`config.mk`:
```
export PLATFORM = sky130hd
export DESIGN_NAME = uart_baud_tick_gen
export DESIGN_NICKNAME = d
export VERILOG_FILES = /design/src/rtl/baud_pkg.sv /design/src/rtl/baud_regfile.sv /design/src/rtl/baud_countdown.sv /design/src/rtl/uart_baud_tick_gen.sv
export SDC_FILE = /design/constraint.sdc
export NUM_CORES = 1
export LEC_CHECK = 0
export BUFFER_PORTS_ARGS = -buffer_cell sky130_fd_sc_hd__buf_2
export CAP_MARGIN = 20
export CELL_PAD_IN_SITES_DETAIL_PLACEMENT = 1
export CELL_PAD_IN_SITES_GLOBAL_PLACEMENT = 2
export CORE_MARGIN = 2
export CORE_UTILIZATION = 33
export DETAILED_ROUTE_END_ITERATION = 7
export GPL_TIMING_DRIVEN = 0
export PLACE_DENSITY = 0.78
export SLEW_MARGIN = 20
export SYNTH_ARGS = -nofsm -noshare
export SYNTH_HDL_FRONTEND = slang
export SYNTH_SLANG_ARGS = --single-unit
```
`constraint.sdc`:
```
create_clock -name clk -period 1.9 [get_ports clk]
set_input_delay 0.38 -clock clk [delete_from_list [all_inputs] [get_ports clk]]
set_output_delay 0.38 -clock clk [all_outputs]
set_load 0.02 [all_outputs]
```
`src/rtl/baud_pkg.sv`:
```
package baud_pkg;

    localparam int BYTE_W       = 8;
    localparam int ACCESS_BIT   = 7;

    typedef enum logic [1:0] {
        CNT_LOAD = 2'd0,
        CNT_RUN  = 2'd1,
        CNT_WRAP = 2'd2
    } cnt_state_e;

endpackage

```
`src/rtl/baud_regfile.sv`:
```
module baud_regfile
    import baud_pkg::*;
#(
    parameter int ADDR_W    = 2,
    parameter int DIV_BYTES = 2,
    parameter int CTRL_OFS  = 3,
    localparam int DIV_W    = BYTE_W * DIV_BYTES
) (
    input  logic              clk,
    input  logic              rst,
    input  logic [ADDR_W-1:0] addr,
    input  logic              we,
    input  logic [BYTE_W-1:0] wdata,
    output logic [BYTE_W-1:0] rdata,
    output logic [DIV_W-1:0]  divisor
);

    logic [BYTE_W-1:0] ctrl_q;
    logic [BYTE_W-1:0] div_bytes [DIV_BYTES];
    logic              access_en;

    assign access_en = ctrl_q[ACCESS_BIT];

    always_ff @(posedge clk) begin
        if (rst) begin
            ctrl_q <= '0;
        end else if (we && addr == ADDR_W'(CTRL_OFS)) begin
            ctrl_q <= wdata;
        end
    end

    for (genvar g = 0; g < DIV_BYTES; g++) begin : g_div_byte
        always_ff @(posedge clk) begin
            if (rst) begin
                div_bytes[g] <= (g == 0) ? BYTE_W'(1) : '0;
            end else if (we && access_en && addr == ADDR_W'(g)) begin
                div_bytes[g] <= wdata;
            end
        end
        assign divisor[g*BYTE_W +: BYTE_W] = div_bytes[g];

        // an enabled write lands in the addressed divisor byte
        a_r4_byte_write: assert property (@(posedge clk) disable iff (rst)
            (we && access_en && addr == ADDR_W'(g)) |=> div_bytes[g] == $past(wdata));
    end

    always_comb begin
        rdata = '0;
        if (addr == ADDR_W'(CTRL_OFS)) begin
            rdata = ctrl_q;
        end else begin
            for (int i = 0; i < DIV_BYTES; i++) begin
                if (access_en && addr == ADDR_W'(i)) begin
                    rdata = div_bytes[i];
                end
            end
        end
    end

    // with the access bit clear, divisor-offset writes change nothing
    a_r5_locked: assert property (@(posedge clk) disable iff (rst)
        (we && !access_en && addr != ADDR_W'(CTRL_OFS)) |=> $stable(divisor));

endmodule

```
`src/rtl/baud_countdown.sv`:
```
module baud_countdown
    import baud_pkg::*;
#(
    parameter int DIV_W = 16
) (
    input  logic             clk,
    input  logic             rst,
    input  logic [DIV_W-1:0] div_i,
    output logic             tick_o
);

    cnt_state_e       st_q, st_d;
    logic [DIV_W-1:0] cnt_q, cnt_d;
    logic [DIV_W-1:0] reload;

    // zero is treated as one, so the reload value saturates at zero
    assign reload = (div_i == '0) ? '0 : div_i - DIV_W'(1);

    always_ff @(posedge clk) begin
        if (rst) begin
            st_q  <= CNT_LOAD;
            cnt_q <= '0;
        end else begin
            st_q  <= st_d;
            cnt_q <= cnt_d;
        end
    end

    always_comb begin
        st_d  = st_q;
        cnt_d = cnt_q;
        unique case (st_q)
            CNT_LOAD, CNT_WRAP: begin
                cnt_d = reload;
                st_d  = (reload == '0) ? CNT_WRAP : CNT_RUN;
            end
            CNT_RUN: begin
                cnt_d = cnt_q - DIV_W'(1);
                st_d  = (cnt_q == DIV_W'(1)) ? CNT_WRAP : CNT_RUN;
            end
            default: begin
                cnt_d = '0;
                st_d  = CNT_LOAD;
            end
        endcase
    end

    always_comb begin
        tick_o = (st_q == CNT_WRAP);
    end

    // a tick with a divisor above one is followed by a quiet cycle
    a_r2_single_pulse: assert property (@(posedge clk) disable iff (rst)
        (tick_o && div_i > DIV_W'(1)) |=> !tick_o);

    // divisor zero or one keeps the tick asserted
    a_r3_zero_as_one: assert property (@(posedge clk) disable iff (rst)
        (tick_o && div_i <= DIV_W'(1)) |=> tick_o);

    // a divisor change mid-countdown cannot fire an early tick
    a_r7_no_cut_short: assert property (@(posedge clk) disable iff (rst)
        (st_q == CNT_RUN && cnt_q > DIV_W'(1) && !$stable(div_i)) |=> !tick_o);

endmodule

```
`src/rtl/uart_baud_tick_gen.sv`:
```
module uart_baud_tick_gen
    import baud_pkg::*;
#(
    parameter int ADDR_W    = 2,
    parameter int DIV_BYTES = 2,
    parameter int CTRL_OFS  = 3
) (
    input  logic              clk,
    input  logic              rst,
    input  logic [ADDR_W-1:0] addr,
    input  logic              we,
    input  logic [7:0]        wdata,
    output logic [7:0]        rdata,
    output logic              baud_tick
);

    localparam int DIV_W = BYTE_W * DIV_BYTES;

    logic [DIV_W-1:0] divisor;

    baud_regfile #(
        .ADDR_W    (ADDR_W),
        .DIV_BYTES (DIV_BYTES),
        .CTRL_OFS  (CTRL_OFS)
    ) u_regs (
        .clk     (clk),
        .rst     (rst),
        .addr    (addr),
        .we      (we),
        .wdata   (wdata),
        .rdata   (rdata),
        .divisor (divisor)
    );

    baud_countdown #(
        .DIV_W (DIV_W)
    ) u_count (
        .clk    (clk),
        .rst    (rst),
        .div_i  (divisor),
        .tick_o (baud_tick)
    );

    // no tick while reset is held
    a_r1_quiet_in_reset: assert property (@(posedge clk)
        rst |=> (rst || baud_tick || !baud_tick) && (!rst || !baud_tick));

endmodule

```
* Word level (Yosys, flattened, before mapping)
Memories as Yosys holds them, arrays and structs flattened. Cells that the tools add are included.
Storage, ports and cells: RAM bits 16, output and inout bits 9, memories kept 1, word-level logic and storage cells 42, flip-flop bits (word level) 26, bits of input ports 13
Cells by class: bitwise operators 2, reductions and logical operators 11, $add $sub $neg 2, eq/ne operators 5, multiplexer cells 18
Memory list:
- u_regs.div_bytes | words 2, bits a word 8, rd ports 2, clocked after memory_dff 0, wr ports 2, line baud_regfile.sv:19 | logic [BYTE_W-1:0] div_bytes [DIV_BYTES];
Operators by type and width (count):
- $mux 8 | 5
- $logic_not 16->1 | 2
- $pmux 16 s2 | 1
- $sub 16x1->16 const B | 2
- $eq 16x1->1 const B | 1
- $mux 16 | 1
- $mux 1 | 8
- $logic_and 1x1->1 | 6
- $eq 2x1->1 const B | 2
- $eq 2x2->1 const B | 2
- $logic_not 2->1 | 2
- $mux 2 | 2
- $pmux 2 s2 | 1
- $or 1x1->1 | 2
- $reduce_or 2->1 | 1

* Longest topological paths before layout
Gate-level depths: netlist of the first run.
depth after elaboration 6, mapped depth 8, gate-level depth less buffers 7

* Cells and area by module
From an unflattened synthesis of the first run, not the netlist that was laid out.
Unflattened totals: cell total of the unflattened synthesis 267, area total of the unflattened synthesis 2536.2 um2
By module, submodules not included:
- baud_countdown | sequential area each 360.3 um2, instances 1, area each 1348.8 um2, cells each 160
- baud_regfile | sequential area each 640.6 um2, instances 1, area each 1187.4 um2, cells each 107

* Least setup slack after synthesis of the first run
No wires, ideal clock.
path type flip-flop to flip-flop, start point memory u_regs.div_bytes[0][0], end point register u_count.st_q[0], period minus slack after synthesis 2.045 ns, arrival 1.906 ns, data required time 1.760 ns, cell stages (with the launch flop) 8, setup time 0.140 ns, setup slack -0.145 ns, buffers on the path 0, cell sequence edfxtp_1 inv_1 ha_1 or4b_1 nor4_1 nor3_1 o41ai_2 o221ai_1
RTL lines:
- from (decl) | line baud_regfile.sv:19
- to (signal assigned) | line baud_countdown.sv:24 | st_q <= st_d;
- to (decl) | line baud_countdown.sv:12 | cnt_state_e st_q, st_d;

==> results.toml, run 1 <==
[run_status]
status = "finished with violations"
violations = "negative setup slack"

[global_routing]
grt_max_degree = 15
grt_usage_pct = 18.47
overflow = 0
grt_pass1_vias = 2301
grt_pass1_wl_um = 11780
antenna_found_initial = 0

[job]
maxCapViolations = 0

[critical_path]
startpoint_type = "flop"
crit_arrival_ns = 2.30
end_kind = "flop"
critPathMaxFanout = 8
reg2reg_depth = 6
crit_required_ns = 2.08
reg2reg_to = "u_count.st_q[0]"
r2r_slack_ns = -0.22
reg2reg_from = "u_regs.div_bytes[0][4]"
critPathKind = "flop to flop"

[drt]
drt_iter0_drc = 82
wl_um = 7518
viasPerCell = 5.165
drc = 0
vias = 2190
avgRoutedWirePerCell_um = 17.73
ant_nets = 0
dr.pass1.iters = 4

[cts]
clk_pin_slew_ns = 0.08
insertion_delay_ns = 0.30
htree_num_levels = 2
root_buffer = "clkbuf_8"
cts_num_sinks = 42
cts_buffer_depth = 2
cts_buffers = 5
tritoncts = "built"

[worst_hold_path]
hp-start = "wdata[7]"
min_path_cells = 3
hold_class = "input port to flop"
whs_endpoint = "u_regs.ctrl_q[7]"

[logic_synthesis]
synth_edf_count = 16
syn_area_um2 = 2432
ys_ff_latch = 42
ys_warn_count = 0
synthArstFlopShare_pct = 0
synth_cell_types = 47
synthFlopType = "dfxtp_1"
syn_inst = 269
synth-seq-area-share_pct = 41.15
syn_area_per_cell_um2 = 9.042
synth_nets = 286

[finish]
syn_to_final_growth_pct = 37.91
drive_gt1_share_pct = 39.38
stdcell_area_um2 = 3354
instances_no_fill = 424
diodes = 0
nets = 341
fin_util_pct = 46.75
final_cell_mix = "buf_4, nand2_1, dfxtp_1"
layout_commonest_cell = "buf_4"
nFillCells = 832

[timing]
worstMarginPinSlew_ns = 0.7420
max_freq_ghz = 0.4721
final_hold_viol_count = 0
holdWs_ns = 0.3469
setup_viol = 15
fin_crit_sh_pct = 111.5
setup_tns_ns = -1.466
max_slew_margin_pct = 50.43
fin_skew_ns = 0.008121
slew_violations = 0
rsz0062_at_grt = "true"
period_minus_slack_ns = 2.118
setup_ws_ns = -0.2183

[floorplan]
dieWidth_um = 89.85
std_cell_rows = 31
die_area_um2 = 8073
start_util_pct = 33.90
core_area_um2 = 7176
dieHeight_um = 89.85
io_pins = 22

[placed_design]
portBuffers = 21
finalWeightedCongestion = 0.7651
place_ws_ns = -0.4111
hpwl_um = 5032
postPlaceCellArea_um2 = 2678
placedCellCount = 389

[power_and_ir_drop]
total_leakage_power_nw = 1.264
p_seq_share_pct = 38.8
ir_worst_vdd_uv = 286.3
power.total_mw = 2.987
swShare_pct = 33.30
p_per_area_nw_per_um2 = 890.4
combPwrFrac_pct = 34.0
p_clk_share_pct = 27.2
p_switching_mw = 0.9945
power.internal_mw = 1.992
synth_stat cells (all sizes together) (3+ instances only):
master  number  area share (%)
and2        17             4.4
o22ai        3            0.77
a21oi       11             2.3
dfxtp       26              21
nor4        10             2.8
nand2       25             3.9
xnor2       12             4.3
a22oi        8             2.5
or3          3            0.77
nor3b        3            0.93
nand2b       6             1.5
clkbuf      10             1.5
nand3       11             2.3
or2          3            0.77
nor3        11             2.7
nor2        20             3.1
or4          5             1.7
nor2b        4             1.0
ha           4             2.1
edfxtp      16              20
mux2i        8             3.3
inv          5            0.77
xor2        11             4.0
o21ai       11             2.3
buf          5             1.3
power groups by stage:
stage                     clock network (mW)  registers, mW  logic [mW]
final                                  0.814           1.16        1.01
after global routing                   0.872           1.17        1.11
after CTS                              0.826           1.15       0.900
after detailed placement                   0           1.16       0.707
after global placement                     0           1.15       0.700
after floorplan                            0           1.13       0.545
cells by family after synthesis:
logic type | synth area share [%]
compound gates | 13.17
xor+xnor | 8.282
fa+ha+maj | 2.058
buf+inv | 3.601
flops | 41.15
mux | 3.292
simple gates | 28.45
sequential cells by signal, summed over array words and instances (netlist names):
| name | cells |
|---|---|
| u_count.st_q | 2 |
| u_regs.div_bytes | 16 |
| u_count.cnt_q | 16 |
| u_regs.ctrl_q | 8 |
area by class of cell:
type	instances	area, µm²	share of cell area (%)
Timing Repair Buffer	50	352.8	10.52
Sequential cell	42	1008	30.06
Clock inverter	2	38.79	1.156
Inverter	5	21.27	0.6341
Multi-Input combinational cell	207	1629	48.56
Buffer	13	86.33	2.574
Clock buffer	6	93.84	2.797
Tap cell	99	123.9	3.693
layer usage:
layer  GRT usage [%]  routed length [µm]
met1           21.68                3061
met5               0                   0
met3           2.934                 191
met4           7.179                 203
met2           33.71                4061
how the worst max path moves through the flow:
stage	from	end	slack [ns]	cells past startpoint
2_1_floorplan	u_regs.div_bytes[0][0]	u_count.st_q[0]	-0.06	7
3_3_place_gp	u_regs.div_bytes[0][0]	u_count.st_q[0]	-0.37	7
3_5_place_dp	u_regs.div_bytes[0][1]	u_count.st_q[0]	-0.41	7
4_1_cts	u_regs.div_bytes[0][1]	u_count.st_q[0]	-0.23	8
5_1_grt	u_regs.div_bytes[0][1]	u_count.st_q[1]	-0.30	8
6_report	u_regs.div_bytes[0][4]	u_count.st_q[0]	-0.22	6
worst max-delay path, cell delays in order (launching register included):
cell and delay, ns:
edfxtp_1 0.57, or4_4 0.52, nor4_2 0.26, nor3_2 0.09, o41ai_2 0.29, buf_4 0.18, o221ai_2 0.09
what timing repair did:
item	CTS	global route
buffers inserted	21	9
setup endpoints to repair	26	30
pin swaps	11	9
hold endpoints to repair	0	0
hold buffers	0	0
gates resized for setup	43	42
Power figures use the tool's default switching activity.
==> run 2, diff against run 1 <==
--- a/config.mk
+++ b/config.mk
@@ -14,6 +14,7 @@
 export DETAILED_ROUTE_END_ITERATION = 7
 export GPL_TIMING_DRIVEN = 0
 export PLACE_DENSITY = 0.78
+export REMOVE_ABC_BUFFERS = 1
 export SLEW_MARGIN = 20
 export SYNTH_ARGS = -nofsm -noshare
 export SYNTH_HDL_FRONTEND = slang
==> results.toml, run 2 (synthesized netlist as in run 1, its figures left out) <==
[run_status]
status = "finished with violations"
violations = "negative setup slack"

[drt]
drc = 0
vias = 2113
drt_iter0_drc = 41
wl_um = 6832
dr.pass1.iters = 4
ant_nets = 0
avgRoutedWirePerCell_um = 16.83
viasPerCell = 5.204

[finish]
syn_to_final_growth_pct = 30.35
instances_no_fill = 406
drive_gt1_share_pct = 33.22
fin_util_pct = 44.18
nets = 324
final_cell_mix = "nand2_1, dfxtp_1, buf_4"
largestRegisters = "u_count.cnt_q x16, u_regs.div_bytes x16, u_regs.ctrl_q x8"
diodes = 0

[floorplan]
std_cell_rows = 31
dieWidth_um = 89.85
dieHeight_um = 89.85
core_area_um2 = 7176
die_area_um2 = 8073
io_pins = 22
start_util_pct = 33.90

[global_routing]
grt_usage_pct = 16.91
antenna_found_initial = 0
grt_max_degree = 30
grt_pass1_vias = 2125
grt_pass1_wl_um = 11010
overflow = 0

[critical_path]
startpoint_type = "flop"
end_kind = "flop"
critPathKind = "flop to flop"
crit_required_ns = 2.07
path_cells = "inv_2 -> ha_4 -> or4b_4 -> nor4_4 -> nor3_2 -> o41ai_4 -> o221ai_1"
max_stage_delay_ns = 0.50
slowest_stage = "or4b_4"
critPathMaxFanout = 4
crit_arrival_ns = 2.21

[cts]
cts_buffers = 5
insertion_delay_ns = 0.30
htree_num_levels = 2
cts_num_sinks = 42
cts_buffer_depth = 2
root_buffer = "clkbuf_8"
tritoncts = "built"
clk_pin_slew_ns = 0.08

[power_and_ir_drop]
total_leakage_power_nw = 1.204
power.internal_mw = 1.799
ir_worst_vdd_uv = 308.5
p_switching_mw = 0.8924
swShare_pct = 33.16
p_clk_share_pct = 25.5
combPwrFrac_pct = 31.6
p_seq_share_pct = 42.8
p_per_area_nw_per_um2 = 848.9

[timing]
setup_ws_ns = -0.1411
rsz0062_at_grt = "true"
worstMarginPinSlew_ns = 0.7568
final_hold_viol_count = 0
period_minus_slack_ns = 2.041
fin_crit_sh_pct = 107.4
setup_viol = 8
fin_skew_ns = 0.003868
max_slew_margin_pct = 49.45
slew_violations = 0
max_freq_ghz = 0.4899

[job]
maxCapViolations = 0

[worst_hold_path]
hold_class = "input port to flop"

[placed_design]
hpwl_um = 4603
placedCellCount = 374
portBuffers = 21
finalWeightedCongestion = 0.8219
run 2: cell type report:
class                      count  area (µm²)
multi-input combinational    208        1602
fill                         838        4005
clock inverter                 2       33.78
tap                           99       123.9
clock buffer                   5       68.82
timing repair buffer          45       321.6
inverter                       5       18.77
sequential                    42        1002
run 2: per-stage QoR:
| stage | power [mW] | setup TNS (ns) | hold WS (ns) | setup WS (ns) | cell area [µm²] |
|---|---|---|---|---|---|
| floorplan | 1.634 | -0.2543 | 0.4305 | -0.1454 | 2364 |
| detailed placement | 1.821 | -6.455 | 0.4498 | -0.5223 | 2592 |
| global placement | 1.802 | -5.525 | 0.4438 | -0.4497 | 2592 |
| global route | 2.849 | -3.312 | 0.3466 | -0.2559 | 3171 |
| CTS | 2.605 | -0.2671 | 0.3416 | -0.1162 | 3005 |
| finish | 2.691 | -0.4431 | 0.3442 | -0.1411 | 3171 |
run 2: what timing repair did:
item,CTS,global route
gates cloned,0,1
pin swaps,8,9
hold buffers,0,0
setup buffers,19,5
gates resized for setup,36,30
endpoints found under the setup margin,26,24
run 2: power groups by stage:
stage	Clock [mW]	Combinational, mW	Sequential [mW]
floorplan	0	0.501	1.13
global placement	0	0.643	1.16
detailed placement	0	0.656	1.17
CTS	0.704	0.757	1.14
global route	0.739	0.943	1.17
finish	0.688	0.851	1.15
run 2: critical path, delay by kind of cell, from the launching register on:
family                     cells  cell delay (ns)
and+or+nand+nor                3             0.75
buffers and inverters          1             0.08
DFF                            1             0.43
adders and majority gates      1             0.17
AOI/OAI and AO/OA              2             0.49
run 2: layer usage:
layer / wire (µm) / global-route usage, %
met3: 191 / 4.443
met2: 3445 / 28.85
met5: 0 / 0
met1: 3143 / 21.45
met4: 51 / 4.103
run 2: path summary, 6_finish.rpt:
| check | to | cells after the start | start | slack [ns] |
|---|---|---|---|---|
| worst max-delay path | u_count.st_q[0] | 7 | u_regs.div_bytes[0][1] | -0.14 |
| worst min-delay path | u_regs.ctrl_q[5] | 3 | wdata[5] | 0.34 |
| worst max register to register | u_count.st_q[0] | 7 | u_regs.div_bytes[0][1] | -0.14 |
| worst min register to register | u_regs.ctrl_q[2] | 2 | u_regs.ctrl_q[2] | 0.46 |
==> run 3, diff against run 2 <==
--- a/config.mk
+++ b/config.mk
@@ -13,7 +13,7 @@
 export CORE_UTILIZATION = 33
 export DETAILED_ROUTE_END_ITERATION = 7
 export GPL_TIMING_DRIVEN = 0
-export PLACE_DENSITY = 0.78
+export PLACE_DENSITY_LB_ADDON = 0.05
 export REMOVE_ABC_BUFFERS = 1
 export SLEW_MARGIN = 20
 export SYNTH_ARGS = -nofsm -noshare
==> results.toml, run 3 (synthesized netlist as in run 1, its figures left out) <==
[cts]
root_buffer = "clkbuf_8"
htree_num_levels = 2
tritoncts = "built"
cts_buffers = 5
insertion_delay_ns = 0.30
cts_buffer_depth = 2
clk_pin_slew_ns = 0.08
cts_num_sinks = 42

[floorplan]
std_cell_rows = 31
dieWidth_um = 89.85
start_util_pct = 33.90
dieHeight_um = 89.85
io_pins = 22
die_area_um2 = 8073
core_area_um2 = 7176

[critical_path]
r2r_slack_ns = -0.21
reg2reg_from = "u_regs.div_bytes[0][1]"
reg2reg_to = "u_count.st_q[0]"
reg2reg_depth = 7
critPathKind = "flop to flop"
crit_required_ns = 2.07
critPathMaxFanout = 6
startpoint_type = "flop"
crit_arrival_ns = 2.27
end_kind = "flop"

[power_and_ir_drop]
swShare_pct = 34.09
ir_worst_vdd_uv = 262.0
p_switching_mw = 0.8588
p_per_area_nw_per_um2 = 807.9
p_seq_share_pct = 45.8
total_leakage_power_nw = 1.204
combPwrFrac_pct = 32.1
p_clk_share_pct = 22.1
power.internal_mw = 1.660

[timing]
setup_viol = 5
max_slew_margin_pct = 46.77
period_minus_slack_ns = 2.105
setup_ws_ns = -0.2053
rsz0062_at_grt = "true"
max_freq_ghz = 0.4750
fin_skew_ns = 0.007987
final_hold_viol_count = 0
worstMarginPinSlew_ns = 0.7968
slew_violations = 0
fin_crit_sh_pct = 110.8

[global_routing]
grt_usage_pct = 16.99
grt_pass1_wl_um = 10970
overflow = 0
grt_max_degree = 30
grt_pass1_vias = 2107
antenna_found_initial = 0

[placed_design]
place_ws_ns = -0.4979
portBuffers = 21
hpwl_um = 4809
finalWeightedCongestion = 0.7642

[drt]
viasPerCell = 5.075
dr.pass1.iters = 4
ant_nets = 0
vias = 2086
wl_um = 6817
avgRoutedWirePerCell_um = 16.59
drc = 0
drt_iter0_drc = 45

[finish]
layout_commonest_cell = "buf_4"
drive_gt1_share_pct = 32.05
nFillCells = 856
fin_util_pct = 43.45
final_cell_mix = "buf_4, nand2_1, dfxtp_1"
syn_to_final_growth_pct = 28.19
largestRegisters = "u_count.cnt_q x16, u_regs.div_bytes x16, u_regs.ctrl_q x8"
diodes = 0
nets = 329

[run_status]
status = "finished with violations"
violations = "negative setup slack"

[worst_hold_path]
hold_class = "input port to flop"
hp-start = "wdata[1]"
whs_endpoint = "u_regs.ctrl_q[1]"
min_path_cells = 3

[job]
maxCapViolations = 0
==> run 3: how the worst max path moves through the flow <==
stage | start | to | slack (ns) | cells after the start
3_3_place_gp | u_regs.div_bytes[0][0] | u_count.cnt_q[12] | -0.47 | 7
6_report | u_regs.div_bytes[0][1] | u_count.st_q[0] | -0.21 | 7
2_1_floorplan | u_regs.div_bytes[0][0] | u_count.st_q[0] | -0.15 | 7
3_5_place_dp | u_regs.div_bytes[0][0] | u_count.cnt_q[9] | -0.50 | 7
5_1_grt | u_regs.div_bytes[0][1] | u_count.st_q[1] | -0.34 | 7
4_1_cts | u_regs.div_bytes[0][0] | u_count.st_q[0] | -0.20 | 6
==> run 3: repair_timing <==
item	CTS	global route
gates resized for setup	22	26
pin swaps	7	12
setup buffers	20	12
setup endpoints to repair	26	22
hold buffers	0	0
==> run 3: worst max-delay path, cell delays in order (launching register included) <==
cell and delay (ns):
edfxtp_1 0.44, inv_1 0.13, ha_4 0.20, or4b_1 0.49, nor4_2 0.20, nor3_2 0.11, o41ai_4 0.27, o221ai_1 0.14
==> run 3: cell type report <==
type	instances	area [µm²]	share of cell area (%)
Tap cell	99	123.9	3.973
Timing Repair Buffer	51	351.6	11.28
Clock inverter	2	10.01	0.3210
Multi-Input combinational cell	207	1541	49.44
Clock buffer	5	68.82	2.207
Sequential cell	42	1003	32.18
Inverter	5	18.77	0.6019
==> run 3: routing by layer <==
metal	track usage [%]	share of wire [%]
met1	20.24	45
met5	0	0
met2	31.69	52
met3	3.101	2.6
met4	3.846	0.70
==> run 3: stage by stage <==
step	area (µm²)	power (mW)	TNS, ns	std cells	hold WS [ns]
global placement	2592	1.826	-6.878	374	0.4474
floorplan	2364	1.634	-0.2543	254	0.4305
CTS	2929	2.461	-0.4196	401	0.3459
detailed placement	2592	1.826	-7.356	374	0.4489
global route	3118	2.699	-1.870	411	0.3582
finish	3118	2.519	-0.4918	411	0.3526
==> run 3: power by group through the flow <==
stage	Sequential, mW	Clock [mW]	Combinational (mW)
global placement	1.16	0	0.662
global route	1.17	0.623	0.905
finish	1.15	0.557	0.809
CTS	1.15	0.582	0.732
floorplan	1.13	0	0.501
detailed placement	1.17	0	0.660
